--- config.mk ---
export PLATFORM = sky130hd
export DESIGN_NAME = dctimer_top
export DESIGN_NICKNAME = d
export VERILOG_FILES = /design/src/rtl/dctimer_pkg.sv /design/src/rtl/dctimer_prescale.sv /design/src/rtl/dctimer_chan.sv /design/src/rtl/dctimer_top.sv
export SDC_FILE = /design/constraint.sdc
export NUM_CORES = 1
export LEC_CHECK = 0
export ABC_CLOCK_PERIOD_IN_PS = 4300
export BUFFER_PORTS_ARGS = -buffer_cell sky130_fd_sc_hd__buf_2
export CAP_MARGIN = 20
export CORE_UTILIZATION = 40
export CTS_CLUSTER_DIAMETER = 50
export DETAILED_ROUTE_END_ITERATION = 16
export PLACE_DENSITY_LB_ADDON = 0.1
export SLEW_MARGIN = 25
export SYNTH_ARGS = -nofsm -noshare
export SYNTH_HDL_FRONTEND = slang
export SYNTH_SLANG_ARGS = --single-unit
--- constraint.sdc ---
create_clock -name clk -period 4.3 [get_ports clk]
set_input_delay 0.215 -clock clk [delete_from_list [all_inputs] [get_ports clk]]
set_output_delay 0.215 -clock clk [all_outputs]
set_load 0.1 [all_outputs]
--- src/rtl/dctimer_pkg.sv ---
package dctimer_pkg;
  localparam int unsigned PSC_W  = 3;
  localparam int unsigned PSC_N  = 1 << PSC_W;
  localparam int unsigned DIV_W  = PSC_N - 1;
  localparam int unsigned IE_OFF = 0;
  localparam int unsigned ST_OFF = 4;
  localparam int unsigned CH_BASE   = 16;
  localparam int unsigned CH_STRIDE = 32;

  typedef struct packed {
    logic             oneshot;
    logic [PSC_W-1:0] psc;
    logic             reload;
    logic             en;
  } ctl_t;

  typedef enum logic [2:0] {
    RG_CTL    = 3'd0,
    RG_IVL_LO = 3'd1,
    RG_IVL_HI = 3'd2,
    RG_CNT_LO = 3'd3,
    RG_CNT_HI = 3'd4
  } chreg_e;

  // Byte offset of one register of one channel.
  function automatic int unsigned chan_addr(input int unsigned ch, input chreg_e rg);
    return CH_BASE + CH_STRIDE * ch + 4 * int'(rg);
  endfunction

  // Low bits of the divider that must all be one for a tick at select p.
  function automatic logic [DIV_W-1:0] div_mask(input logic [PSC_W-1:0] p);
    return DIV_W'((1 << p) - 1);
  endfunction

  function automatic logic [31:0] ctl_to_word(input ctl_t c);
    return {24'd0, c.oneshot, c.psc, 2'b00, c.reload, c.en};
  endfunction

  function automatic ctl_t word_to_ctl(input logic [31:0] w);
    ctl_t c;
    c.en      = w[0];
    c.reload  = w[1];
    c.psc     = w[6:4];
    c.oneshot = w[7];
    return c;
  endfunction
endpackage

--- src/rtl/dctimer_prescale.sv ---
module dctimer_prescale
  import dctimer_pkg::*;
(
  input  logic             clk,
  input  logic             rst_n,
  output logic [PSC_N-1:0] tick
);
  logic [DIV_W-1:0] div_q;

  always_ff @(posedge clk or negedge rst_n) begin
    if (!rst_n) div_q <= '0;
    else        div_q <= div_q + 1'b1;
  end

  for (genvar p = 0; p < PSC_N; p++) begin : g_tap
    assign tick[p] = ((div_q & div_mask(PSC_W'(p))) == div_mask(PSC_W'(p)));
    if (p > 0) begin : g_nest
      // a slower tap only fires on a cycle where the next faster one fires
      a_r9_tap_nested: assert property (@(posedge clk) disable iff (!rst_n)
        tick[p] |-> tick[p-1]);
    end
  end
endmodule

--- src/rtl/dctimer_chan.sv ---
module dctimer_chan
  import dctimer_pkg::*;
#(
  parameter int unsigned CNT_W    = 64,
  parameter int unsigned STOP_LAT = 2
) (
  input  logic             clk,
  input  logic             rst_n,
  input  logic [PSC_N-1:0] ticks,
  input  logic             ctl_we,
  input  ctl_t             ctl_wdata,
  input  logic             ivl_lo_we,
  input  logic             ivl_hi_we,
  input  logic [31:0]      wdata,
  output ctl_t             ctl_q,
  output logic [CNT_W-1:0] ivl_q,
  output logic [CNT_W-1:0] cnt_q,
  output logic             expire
);
  localparam int unsigned HI_W = CNT_W - 32;

  logic [STOP_LAT-1:0] en_dly;
  logic active, step, at_zero, os_done;

  assign active  = ctl_q.en | (|en_dly);
  assign step    = active & ticks[ctl_q.psc] & ~ctl_q.reload;
  assign at_zero = (cnt_q == '0);
  assign expire  = step & at_zero;
  assign os_done = expire & ctl_q.oneshot;

  always_ff @(posedge clk or negedge rst_n) begin
    if (!rst_n) begin
      ctl_q <= '0;
    end else if (ctl_we) begin
      ctl_q <= ctl_wdata;
    end else begin
      if (ctl_q.reload) ctl_q.reload <= 1'b0;
      if (os_done)      ctl_q.en     <= 1'b0;
    end
  end

  // Run bit drains through a short pipe so a stop lands STOP_LAT edges late.
  always_ff @(posedge clk or negedge rst_n) begin
    if (!rst_n) begin
      en_dly <= '0;
    end else if (os_done && !ctl_we) begin
      en_dly <= '0;
    end else begin
      en_dly[0] <= ctl_q.en;
      for (int i = 1; i < STOP_LAT; i++) en_dly[i] <= en_dly[i-1];
    end
  end

  always_ff @(posedge clk or negedge rst_n) begin
    if (!rst_n) begin
      ivl_q <= '0;
    end else begin
      if (ivl_lo_we) ivl_q[31:0]      <= wdata;
      if (ivl_hi_we) ivl_q[CNT_W-1:32] <= wdata[HI_W-1:0];
    end
  end

  always_ff @(posedge clk or negedge rst_n) begin
    if (!rst_n)             cnt_q <= '0;
    else if (ctl_q.reload)  cnt_q <= ivl_q;
    else if (expire)        cnt_q <= ctl_q.oneshot ? cnt_q : ivl_q;
    else if (step)          cnt_q <= cnt_q - 1'b1;
  end

  a_r2_load_done: assert property (@(posedge clk) disable iff (!rst_n)
    (ctl_q.reload && !ctl_we && !ivl_lo_we && !ivl_hi_we)
      |=> (!ctl_q.reload && cnt_q == $past(ivl_q)));

  a_r3_oneshot_halt: assert property (@(posedge clk) disable iff (!rst_n)
    (os_done && !ctl_we) |=> (!active && at_zero));

  a_r4_periodic_reload: assert property (@(posedge clk) disable iff (!rst_n)
    (expire && !ctl_q.oneshot) |=> (cnt_q == $past(ivl_q)));

  a_r8_idle_hold: assert property (@(posedge clk) disable iff (!rst_n)
    (!active && !ctl_q.reload) |=> $stable(cnt_q));
endmodule

--- src/rtl/dctimer_top.sv ---
module dctimer_top
  import dctimer_pkg::*;
#(
  parameter int unsigned NUM_CH   = 2,
  parameter int unsigned CNT_W    = 64,
  parameter int unsigned STOP_LAT = 2,
  parameter int unsigned ADDR_W   = 8
) (
  input  logic              clk,
  input  logic              rst_n,
  input  logic              bus_we,
  input  logic              bus_re,
  input  logic [ADDR_W-1:0] bus_addr,
  input  logic [31:0]       bus_wdata,
  output logic [31:0]       bus_rdata,
  output logic              irq
);
  localparam int unsigned HI_W = CNT_W - 32;

  logic [PSC_N-1:0]  ticks;
  ctl_t              ctl_a [NUM_CH];
  logic [CNT_W-1:0]  ivl_a [NUM_CH];
  logic [CNT_W-1:0]  cnt_a [NUM_CH];
  logic [NUM_CH-1:0] expire;
  logic [NUM_CH-1:0] ctl_we, lo_we, hi_we, lo_rd;
  logic [NUM_CH-1:0] ie_q, sts_q, w1c_mask;
  logic [NUM_CH-1:0][HI_W-1:0] snap_q;
  logic ie_we, st_we;

  dctimer_prescale u_div (.clk(clk), .rst_n(rst_n), .tick(ticks));

  for (genvar c = 0; c < NUM_CH; c++) begin : g_ch
    assign ctl_we[c] = bus_we && (bus_addr == ADDR_W'(chan_addr(c, RG_CTL)));
    assign lo_we[c]  = bus_we && (bus_addr == ADDR_W'(chan_addr(c, RG_IVL_LO)));
    assign hi_we[c]  = bus_we && (bus_addr == ADDR_W'(chan_addr(c, RG_IVL_HI)));
    assign lo_rd[c]  = bus_re && (bus_addr == ADDR_W'(chan_addr(c, RG_CNT_LO)));

    dctimer_chan #(.CNT_W(CNT_W), .STOP_LAT(STOP_LAT)) u_chan (
      .clk      (clk),
      .rst_n    (rst_n),
      .ticks    (ticks),
      .ctl_we   (ctl_we[c]),
      .ctl_wdata(word_to_ctl(bus_wdata)),
      .ivl_lo_we(lo_we[c]),
      .ivl_hi_we(hi_we[c]),
      .wdata    (bus_wdata),
      .ctl_q    (ctl_a[c]),
      .ivl_q    (ivl_a[c]),
      .cnt_q    (cnt_a[c]),
      .expire   (expire[c])
    );

    a_r7_expire_sets: assert property (@(posedge clk) disable iff (!rst_n)
      expire[c] |=> sts_q[c]);

    a_r6_w1c_clears: assert property (@(posedge clk) disable iff (!rst_n)
      (w1c_mask[c] && !expire[c]) |=> !sts_q[c]);

    a_r10_snap_hold: assert property (@(posedge clk) disable iff (!rst_n)
      !lo_rd[c] |=> $stable(snap_q[c]));
  end

  assign ie_we    = bus_we && (bus_addr == ADDR_W'(IE_OFF));
  assign st_we    = bus_we && (bus_addr == ADDR_W'(ST_OFF));
  assign w1c_mask = st_we ? bus_wdata[NUM_CH-1:0] : '0;

  always_ff @(posedge clk or negedge rst_n) begin
    if (!rst_n) begin
      ie_q  <= '0;
      sts_q <= '0;
    end else begin
      if (ie_we) ie_q <= bus_wdata[NUM_CH-1:0];
      sts_q <= (sts_q & ~w1c_mask) | expire;
    end
  end

  always_ff @(posedge clk or negedge rst_n) begin
    if (!rst_n) begin
      snap_q <= '0;
    end else begin
      for (int c = 0; c < NUM_CH; c++)
        if (lo_rd[c]) snap_q[c] <= cnt_a[c][CNT_W-1:32];
    end
  end

  assign irq = |(sts_q & ie_q);

  always_comb begin
    bus_rdata = '0;
    if (bus_addr == ADDR_W'(IE_OFF)) bus_rdata = 32'(ie_q);
    if (bus_addr == ADDR_W'(ST_OFF)) bus_rdata = 32'(sts_q);
    for (int c = 0; c < NUM_CH; c++) begin
      if (bus_addr == ADDR_W'(chan_addr(c, RG_CTL)))    bus_rdata = ctl_to_word(ctl_a[c]);
      if (bus_addr == ADDR_W'(chan_addr(c, RG_IVL_LO))) bus_rdata = ivl_a[c][31:0];
      if (bus_addr == ADDR_W'(chan_addr(c, RG_IVL_HI))) bus_rdata = 32'(ivl_a[c][CNT_W-1:32]);
      if (bus_addr == ADDR_W'(chan_addr(c, RG_CNT_LO))) bus_rdata = cnt_a[c][31:0];
      if (bus_addr == ADDR_W'(chan_addr(c, RG_CNT_HI))) bus_rdata = 32'(snap_q[c]);
    end
  end
endmodule

======== After elaboration in Yosys (flattened, before gate mapping) ========
Cells that the tools add are included.
cells by class
  order comparisons ....................... 2
  eq/ne operators ......................... 19
  bitwise operators ....................... 16
  mux-type cells .......................... 31
  add/subtract/negate cells ............... 3
  reductions and logical operators ........ 26
operator list
  operator                                                                count
  64-bit 2-to-1 mux                                                       8
  32-bit 2-to-1 mux                                                       11
  64-bit logical NOT                                                      2
  64-bit by 1-bit subtractor with 64-bit output (second input constant)   2
  8-bit by 6-bit equality test with 1-bit output (second input constant)  5
  8-bit by 5-bit equality test with 1-bit output (second input constant)  4
  1-bit logical AND                                                       12
  2-bit 2-to-1 mux                                                        6
  1-bit bitwise AND                                                       8
  8-bit by 3-bit equality test with 1-bit output (second input constant)  1
  8-bit by 7-bit equality test with 1-bit output (second input constant)  1
  8-bit logical NOT                                                       1
  3-bit by 4-bit < comparator with 1-bit output (second input constant)   2
  7-bit by 1-bit adder with 7-bit output (second input constant)          1
  7-bit equality test (second input constant)                             1
  1-bit binary-select mux with 3-bit select                               2
  6-bit equality test (second input constant)                             1
  3-bit inequality test (second input constant)                           2
  3-bit nonzero test                                                      2
  2-bit OR reduction                                                      3
  5-bit equality test (second input constant)                             1
  2-bit bitwise AND                                                       2
  4-bit equality test (second input constant)                             1
  1-bit 2-to-1 mux                                                        4
  other kinds (9)                                                         14
storage, ports and cells
  output and inout port bits .............. 33
  bits of input ports ..................... 44
  logic and storage cells ................. 118
  bits in registers ....................... 347

======== Depth between registers and ports, before layout ========
Gate-level depths: netlist (run 1).
  depth in word-level cells ............... 13
  mapped depth ............................ 15

======== Hierarchy ========
A second synthesis (run 1) with hierarchy kept.
unflattened totals
  cells, all modules ...................... 1958
  area total of the unflattened synthesis .. 19150.9 um^2
modules (own cells, without submodules)
  module                         area an instance (um^2)  cells an instance  instances
  dctimer_chan (g_ch[0].u_chan)  6961.7                   713                1
  dctimer_chan (g_ch[1].u_chan)  6876.6                   706                1
  dctimer_top                    4973.5                   513                1
  dctimer_prescale               339.1                    26                 1

======== Worst setup path after synthesis (run 1) ========
OpenSTA, ideal clock, no wires.
  path kind ............................... input to output
  from .................................... input port bus_addr[4]
  to ...................................... output port bus_rdata[1]
  arrival ................................. 5.011 ns
  slack ................................... -0.926 ns
  stages on the path ...................... 8
  path buffers ............................ 3
  cell sequence ........................... clkbuf_1 nor4b_1 and3_1 clkbuf_1 clkbuf_1 nand2_1 and3_1 o41ai_1
on the way
  longest elaborated chain between the ends .. 13
  elaborated cells between the ends (all ways) .. 24
  those cells by class .................... eq/ne (11); mux (12); reduce/logical (1)
RTL lines
  what                 line               text
  start, declared      dctimer_top.sv:13  input logic [ADDR_W-1:0] bus_addr,
  8-bit logical NOT    dctimer_top.sv:90  if (bus_addr == ADDR_W'(IE_OFF)) bus_rdata = 32'(ie_q);
  2-bit 2-to-1 mux     dctimer_top.sv:90
  32-bit 2-to-1 mux    dctimer_top.sv:91  if (bus_addr == ADDR_W'(ST_OFF)) bus_rdata = 32'(sts_q);
  32-bit 2-to-1 mux    dctimer_top.sv:93  if (bus_addr == ADDR_W'(chan_addr(c, RG_CTL))) bus_rdata = ctl_to_word(ctl_a[c]);
  32-bit 2-to-1 mux    dctimer_top.sv:94  if (bus_addr == ADDR_W'(chan_addr(c, RG_IVL_LO))) bus_rdata = ivl_a[c][31:0];
  32-bit 2-to-1 mux    dctimer_top.sv:95  if (bus_addr == ADDR_W'(chan_addr(c, RG_IVL_HI))) bus_rdata = 32'(ivl_a[c][CNT_W-1:32]);
  32-bit 2-to-1 mux    dctimer_top.sv:96  if (bus_addr == ADDR_W'(chan_addr(c, RG_CNT_LO))) bus_rdata = cnt_a[c][31:0];
  32-bit 2-to-1 mux    dctimer_top.sv:97  if (bus_addr == ADDR_W'(chan_addr(c, RG_CNT_HI))) bus_rdata = 32'(snap_q[c]);
  32-bit 2-to-1 mux    dctimer_top.sv:93
  32-bit 2-to-1 mux    dctimer_top.sv:94
  32-bit 2-to-1 mux    dctimer_top.sv:95
  32-bit 2-to-1 mux    dctimer_top.sv:96
  32-bit 2-to-1 mux *  dctimer_top.sv:97
  end, declared        dctimer_top.sv:15  output logic [31:0] bus_rdata,
Mark *: on every way between the ends. The rest lies on a longest branch, timed or not.

======== Final worst setup path (run 1) ========
  from .................................... register u_div.div_q[0]
  to ...................................... register g_ch[0].u_chan.cnt_q[4]
on the way
  longest elaborated chain between the ends .. 8
  elaborated cells between the ends (all ways) .. 16
  those cells by class .................... eq/ne (7); mux (4); bitwise (3); reduce/logical (2)
RTL lines
  what                                                                line                    text
  start, declared                                                     dctimer_prescale.sv:8   logic [DIV_W-1:0] div_q;
  start signal, assigned                                              dctimer_prescale.sv:12  else div_q <= div_q + 1'b1;
  7-bit equality test (tied with other cells)                         dctimer_prescale.sv:16  assign tick[p] = ((div_q & div_mask(PSC_W'(p))) == div_mask(PSC_W'(p)));
  1-bit binary-select mux with 3-bit select *                         dctimer_chan.sv:26      assign step = active & ticks[ctl_q.psc] & ~ctl_q.reload;
  1-bit 2-to-1 mux (implied by the code) *                            dctimer_chan.sv:26
  1-bit bitwise AND * (2 in a row)                                    dctimer_chan.sv:26
  1-bit bitwise AND                                                   dctimer_chan.sv:28      assign expire = step & at_zero;
  3-bit inequality test (no line) (tied with other cells)             -
  2-bit AND reduction (no line) or 64-bit 2-to-1 mux (tied branches)  -
  end signal, assigned                                                dctimer_chan.sv:65      else if (ctl_q.reload) cnt_q <= ivl_q;
  end signal, assigned                                                dctimer_chan.sv:66      else if (expire) cnt_q <= ctl_q.oneshot ? cnt_q : ivl_q;
  end signal, assigned                                                dctimer_chan.sv:67      else if (step) cnt_q <= cnt_q - 1'b1;
  end, declared                                                       dctimer_chan.sv:17      output logic [CNT_W-1:0] cnt_q,
Mark *: on every way between the ends. The rest lies on a longest branch, timed or not. The select of a mux whose other input is x is not followed.
A chain may end at the register's enable or synchronous reset.

==> results_dict.tcl, run 1 <==
set metrics [dict create \
    outcome "finished, final reports clean" \
    dieArea_um2 47500 \
    wl_per_cell_um 25.2 \
    synth.avg_cell_area_um2 9.60 \
    layout_commonest_cell "dfrtp_1" \
    grt_pass1_vias 15400 \
    clock_path_buffers 3 \
    clkSinkCount 347 \
    drive_gt1_share_pct 22.5 \
    crit_chain "ha_1 > nand3_1 > inv_1 > ha_1 > nand2_1 > o21ai_0 > o221ai_1 > nor3_4 > buf_4 > nor2_4 > buf_4 > a21oi_1 > o221a_2" \
    drv_slew 0 \
    slew_headroom_pct 33.0 \
    topRoutingLayerUsed "met4" \
    postSynth.asyncResetShare_pct 100 \
    crit_type "register to register" \
    grt_start_max_net_pins 109 \
    coreArea_um2 45700 \
    end_kind "register" \
    synthFlopType "dfrtp_1" \
    viasPerCell 6.20 \
    totalWireLength_um 67000 \
    clk_pin_slew_ns 0.06 \
    std_cell_rows 78 \
    hold_viol 0 \
    skew_ns 0.0238 \
    cellLeakagePower_uw 0.00987 \
    fin_util_pct 47.5 \
    finalSetupViolCount 0 \
    wl_met1_um 29500 \
    clock_latency_ns 0.59 \
    grt_usage_pct 28.5 \
    synthesis.area_um2 18600 \
    cts_buffers 47 \
    synth-seq-cells 347 \
    port_buffers 76 \
    drtPass1Iterations 6 \
    vias 16500 \
    synth_top_area_share_pct 46.6 \
    synth.distinct_cells 73 \
    clock_tree.htree_level_count 2 \
    synth_edf_count 0 \
    tightest_slew_ns 1.00 \
    synth_top_area_cell "dfrtp_1" \
    final_cell_mix "347 x dfrtp_1, 230 x o21ai_0, 181 x mux2_2" \
    place.gp.congestion 0.927 \
    wl_met2_um 31100 \
    syn-num-nets 1993 \
    powerDensity_nw_per_um2 499 \
    cts_resized 0 \
    pin_count 77 \
    start_util_pct 40.8 \
    critPathMaxStageDelay_ns 0.79 \
    drc 0 \
    antenna_found_initial 0 \
    fin_setup_tns_ns 0 \
    antenna_left 0 \
    die_h_um 218 \
    crit_required_ns 4.76 \
    cp_slowest_cell "o221ai_1" \
    finalCritPeriodShare_pct 89.9 \
    nets 2070 \
    path_max_fanout 32 \
    synth_area_leaders "dfrtp_1 47%, mux2_2 11%, o21ai_0 6.2%, a21oi_1 4.2%, nand2_1 3.2%" \
    die_w_um 218 \
    ir_worst_vdd_mv 0.316 \
    drt-initial-drc-count 1960 \
    cts_hold_repair.buffers 28 \
    cts-root-buf "clkbuf_16" \
    max_freq_ghz 0.259 \
    crit_path_start_kind "register" \
    syn-instance-count 1942 \
    postCtsSetupBuffers 0 \
    yosysWarnings 0 \
    area_delta_synth_final_pct 16.4 \
    nFillCells 4367 \
    max_cap_viol_count 0 \
    rsz0062_at_grt "no" \
    hold_path.class "input port to register" \
    dp_hpwl_um 47600 \
    diodes 0 \
    grt-ovfl-total 0 \
    wl_met3_um 4090 \
    grt_pass1_wl_um 101000 \
    arrival_ns 4.33 \
    yosysSeqAreaShare_pct 46.6 \
    fin_crit_ns 3.87 \
    cts_tree "built" \
]
per-layer routing:
metal	up-vias	GRT usage [%]
li1	7476	-
met1	8257	39.7
met2	615	45.1
met4	0	10.5
met5	-	0
met3	109	3.68
worst max-delay path, delay by kind of cell, from the launching register on:
family,cells,cell delay [ns]
simple gates,4,0.89
buf+inv,3,0.77
flops,1,0.40
fa+ha+maj,2,0.44
compound gates,4,1.25
where the power goes:
group	switching [uW]	internal, uW
clock network	1600	2390
registers	561	3660
logic	1670	926
total	3830	6970
synth_stat cells (25+ instances only):
master,count
a21oi_1,158
buf_2,26
o21ai_0,230
mux2_2,181
nand2_1,158
nand4_1,30
nor3_1,83
nand3_1,36
or3_1,25
clkbuf_1,102
inv_1,40
nor2_1,140
dfrtp_1,347
nor4_1,45
cells by family after synthesis:
group,count (synthesis),synth area share (%)
adder cells (fa/ha/maj),7,0.470
AO/OA/AOI/OAI,594,20.3
buffers and inverters,177,3.99
multiplexers,194,11.7
XOR/XNOR,3,0.141
AND/OR/NAND/NOR,620,16.8
flip-flops,347,46.6
registers in the layout (all words and copies together), names as in the netlist:
register            cells
ie_q                    2
g_ch.u_chan.cnt_q     128
snap_q                 64
sts_q                   2
g_ch.u_chan.en_dly      4
u_div.div_q             7
g_ch.u_chan.ctl_q      12
g_ch.u_chan.ivl_q     128
per-stage QoR:
step | total power, uW | setup slack [ns] | hold WS [ns] | instance area (um^2) | cells
floorplan | 5690 | 0.400 | -0.0806 | 18600 | 1942
global placement | 6720 | 0.637 | 0.345 | 19800 | 2542
detailed placement | 6760 | 0.529 | 0.345 | 19800 | 2542
CTS | 10800 | 0.522 | 0.0233 | 21700 | 2656
global route | 11300 | 0.226 | 0.0494 | 21700 | 2656
finish | 10800 | 0.434 | 0.0528 | 21700 | 2656
cell type report:
type	count	area, um^2	share of cell area, %
repair buffers	165	1210	5.56
flip-flops and latches	347	8680	40.0
multi-input cells	1418	9290	42.9
clock inverters	28	312	1.44
well taps	600	751	3.46
clock buffers	58	1290	5.94
inverters	40	150	0.692
path summary, 6_finish.rpt:
check / slack, ns / start / end / cells after the start
setup / recovery: 0.43 / u_div.div_q[0] / g_ch[0].u_chan.cnt_q[4] / 13
hold reg to reg: 0.48 / u_div.div_q[5] / u_div.div_q[5] / 1
setup reg to reg: 0.43 / u_div.div_q[0] / g_ch[0].u_chan.cnt_q[4] / 13
hold / removal: 0.05 / bus_wdata[31] / g_ch[1].u_chan.ivl_q[63] / 2
min in group asynchronous: 0.29 / rst_n / u_div.div_q[4] / 2
max in group asynchronous: 2.90 / rst_n / snap_q[40] / 3
No activity file was read; power rests on OpenSTA's default activity.
==> run 2: changes to the inputs <==
--- a/config.mk
+++ b/config.mk
@@ -5,6 +5,7 @@
 export SDC_FILE = /design/constraint.sdc
 export NUM_CORES = 1
 export LEC_CHECK = 0
+export ABC_AREA = 1
 export ABC_CLOCK_PERIOD_IN_PS = 4300
 export BUFFER_PORTS_ARGS = -buffer_cell sky130_fd_sc_hd__buf_2
 export CAP_MARGIN = 20
==> run 2 against run 1 <==
  * First-iteration DRC count decreased by 2.7%
  * Wire length grew 20%
  * Sequential share of layout area is 4.0 points lower
  * Design area up 11%
  * Critical path type unchanged
  * Highest routed layer unchanged
  * Via count rose by 26%
  * Utilization shrank 1.6 points
  * Synthesized cell count increased by 65%
  * Fmax grew 18%
  * Final cell count up 50%
  * Hold slack worse by 0.029 ns
==> results_dict.tcl, run 2 <==
set metrics [dict create \
    drc 0 \
    r2r_slack_ns 1.02 \
    powerDensity_nw_per_um2 594 \
    area_delta_synth_final_pct 13.3 \
    dieArea_um2 54100 \
    crit_type "register to register" \
    synthesis.area_um2 21300 \
    fin_setup_tns_ns 0 \
    crit_required_ns 4.78 \
    totalWireLength_um 80300 \
    synth.avg_cell_area_um2 6.64 \
    drtPass1Iterations 5 \
    cts_buffers 51 \
    finalSetupViolCount 0 \
    vias 20800 \
    antenna_found_initial 0 \
    antenna_left 0 \
    synthFlopType "dfrtp_1" \
    reg2regPathDepth 15 \
    hold_viol 0 \
    port_buffers 76 \
    drt-initial-drc-count 1907 \
    clk_pin_slew_ns 0.05 \
    r2r-end "g_ch[1].u_chan.cnt_q[60]" \
    crit_path_start_kind "register" \
    grt_pass1_wl_um 123000 \
    path_max_fanout 64 \
    syn-num-nets 3257 \
    postCtsSetupBuffers 0 \
    finalHoldWorstSlack_ns 0.0235 \
    cp-endpoint "g_ch[1].u_chan.cnt_q[60]" \
    cts-root-buf "clkbuf_16" \
    end_kind "register" \
    worstSetupStartpoint "u_div.div_q[0]" \
    arrival_ns 3.76 \
    postSynth.asyncResetShare_pct 100 \
    cts_tree "built" \
    ir_worst_vdd_mv 0.342 \
    grt_usage_pct 30.3 \
    dp_hpwl_um 59500 \
    grt_start_max_net_pins 103 \
    slew_headroom_pct 43.3 \
    coreArea_um2 52600 \
    clock_tree.htree_level_count 2 \
    clkSinkCount 347 \
    final_cell_mix "1262 x nand2_1, 363 x inv_1, 347 x dfrtp_1" \
    r2r_start "u_div.div_q[0]" \
    cellLeakagePower_uw 0.0121 \
    drive_gt1_share_pct 8.02 \
    worst_slack_ns 1.02 \
    pin_count 77 \
    outcome "finished, final reports clean" \
    synth_most_common_cell "nand2_1" \
    layout_commonest_cell "nand2_1" \
    max_cap_viol_count 0 \
    rsz0062_at_grt "no" \
    yosysWarnings 0 \
    max_freq_ghz 0.305 \
    wl_met3_um 4150 \
    synth.distinct_cells 38 \
    skew_ns 0.0198 \
    wl_met1_um 37300 \
    synth_edf_count 0 \
    fin_crit_ns 3.28 \
    syn-instance-count 3206 \
    reg_top3 "g_ch.u_chan.cnt_q: 128 flops, g_ch.u_chan.ivl_q: 128 flops, snap_q: 64 flops" \
    synth_area_leaders "dfrtp_1 41%, nand2_1 22%, inv_1 6.4%, nand3_1 6.3%, nor2_1 6.1%" \
    die_w_um 233 \
    clock_latency_ns 0.60 \
    yosysSeqAreaShare_pct 40.8 \
    grt_pass1_vias 20100 \
    synth-seq-cells 347 \
    place_ws_ns 0.979 \
    die_h_um 233 \
    grt-ovfl-total 0 \
    hold_start "bus_wdata[19]" \
    finalCritPeriodShare_pct 76.2 \
    wl_met2_um 36100 \
    synth_top_area_cell "dfrtp_1" \
    viasPerCell 5.20 \
    hold_path.class "input port to register" \
    synth_top_area_share_pct 40.8 \
    tightest_slew_ns 0.851 \
    wl_per_cell_um 20.1 \
    place.gp.congestion 1.02 \
    ys_top_cells_by_count "1266 x nand2_1, 363 x inv_1, 347 x dfrtp_1" \
    clock_path_buffers 3 \
    start_util_pct 40.5 \
    nets 3316 \
    std_cell_rows 84 \
    topRoutingLayerUsed "met4" \
    diodes 0 \
    drv_slew 0 \
]
[run 2: changes by cell type after synthesis, moves of 20 or more]
cell / before / now
inv_1: 40 / 363
xor2_1: 2 / 62
nor2_1: 140 / 346
a21oi_1: 158 / 11
clkbuf_1: 102 / 55
xnor2_1: 1 / 29
or3_1: 25 / 0
nor3_1: 83 / 11
o221a_2: 20 / 0
nand2_1: 158 / 1266
nand3_1: 36 / 266
mux2_2: 181 / 4
nor4_1: 45 / 1
[run 2: timing repair]
action,in CTS,in global routing
resized for setup,0,0
endpoints found under the hold margin,128,0
hold buffers,21,0
[run 2: layout make-up]
| type | instances | area, um^2 |
|---|---|---|
| clock buffer | 63 | 1370 |
| inverter | 368 | 1380 |
| tap | 688 | 861 |
| clock inverter | 31 | 370 |
| sequential | 347 | 8680 |
| fill | 5643 | 28400 |
| multi-input combinational | 2372 | 10600 |
| timing repair buffer | 125 | 873 |
[run 2: cells by family (layout without fill, tap and decap cells)]
logic type	Yosys count	in the layout	synth area share, %
multiplexers	11	11	0.582
XOR/XNOR	91	91	3.75
AO/OA/AOI/OAI	292	292	7.00
AND/OR/NAND/NOR	1971	1971	37.7
buffers and inverters	487	587	9.75
flip-flops	347	347	40.8
adder cells (fa/ha/maj)	7	7	0.412
[run 2: worst min path at each step]
stage,slack [ns],cells after the start,endpoint
after floorplan,-0.08,0,g_ch[0].u_chan.cnt_q[0]
after global placement,0.22,1,g_ch[1].u_chan.cnt_q[45]
after detailed placement,0.23,1,g_ch[1].u_chan.cnt_q[51]
after CTS,0.003,3,g_ch[0].u_chan.ctl_q[1]
after global routing,0.02,3,g_ch[1].u_chan.ivl_q[19]
final,0.02,3,g_ch[1].u_chan.ivl_q[19]
[run 2: routing by layer]
layer / up-vias / GRT usage (%)
met5: - / 0
met4: 0 / 10.8
met3: 102 / 3.82
met2: 638 / 47.4
met1: 10000 / 42.7
li1: 10000 / -
[run 2: report_power, final]
group | switching [uW] | internal (uW) | total (uW)
registers | 798 | 3780 | 4580
clock network | 1710 | 2650 | 4360
logic | 3800 | 1570 | 5380
[run 2: stage by stage]
| step | std cells | power [uW] | cell area [um^2] | util (%) |
|---|---|---|---|---|
| CTS | 3994 | 14300 | 24100 | 45.9 |
| floorplan | 3206 | 7990 | 21300 | - |
| global placement | 3879 | 9830 | 22100 | 42.1 |
| detailed placement | 3879 | 9820 | 22100 | 42.1 |
| finish | 3994 | 14300 | 24100 | 45.9 |
| global route | 3994 | 15200 | 24100 | 45.9 |
[run 2: critical path: stages, from the launching register on]
cell     delay, ns
dfrtp_1       0.41
ha_1          0.24
nand3_1       0.14
inv_1         0.09
ha_1          0.14
inv_1         0.05
a21oi_1       0.10
o21ai_0       0.12
nand3_1       0.18
and2_1        0.24
nand3_1       0.24
nand2_2       0.11
buf_4         0.58
nand2_1       0.26
nand3_1       0.15
nand2_1       0.06
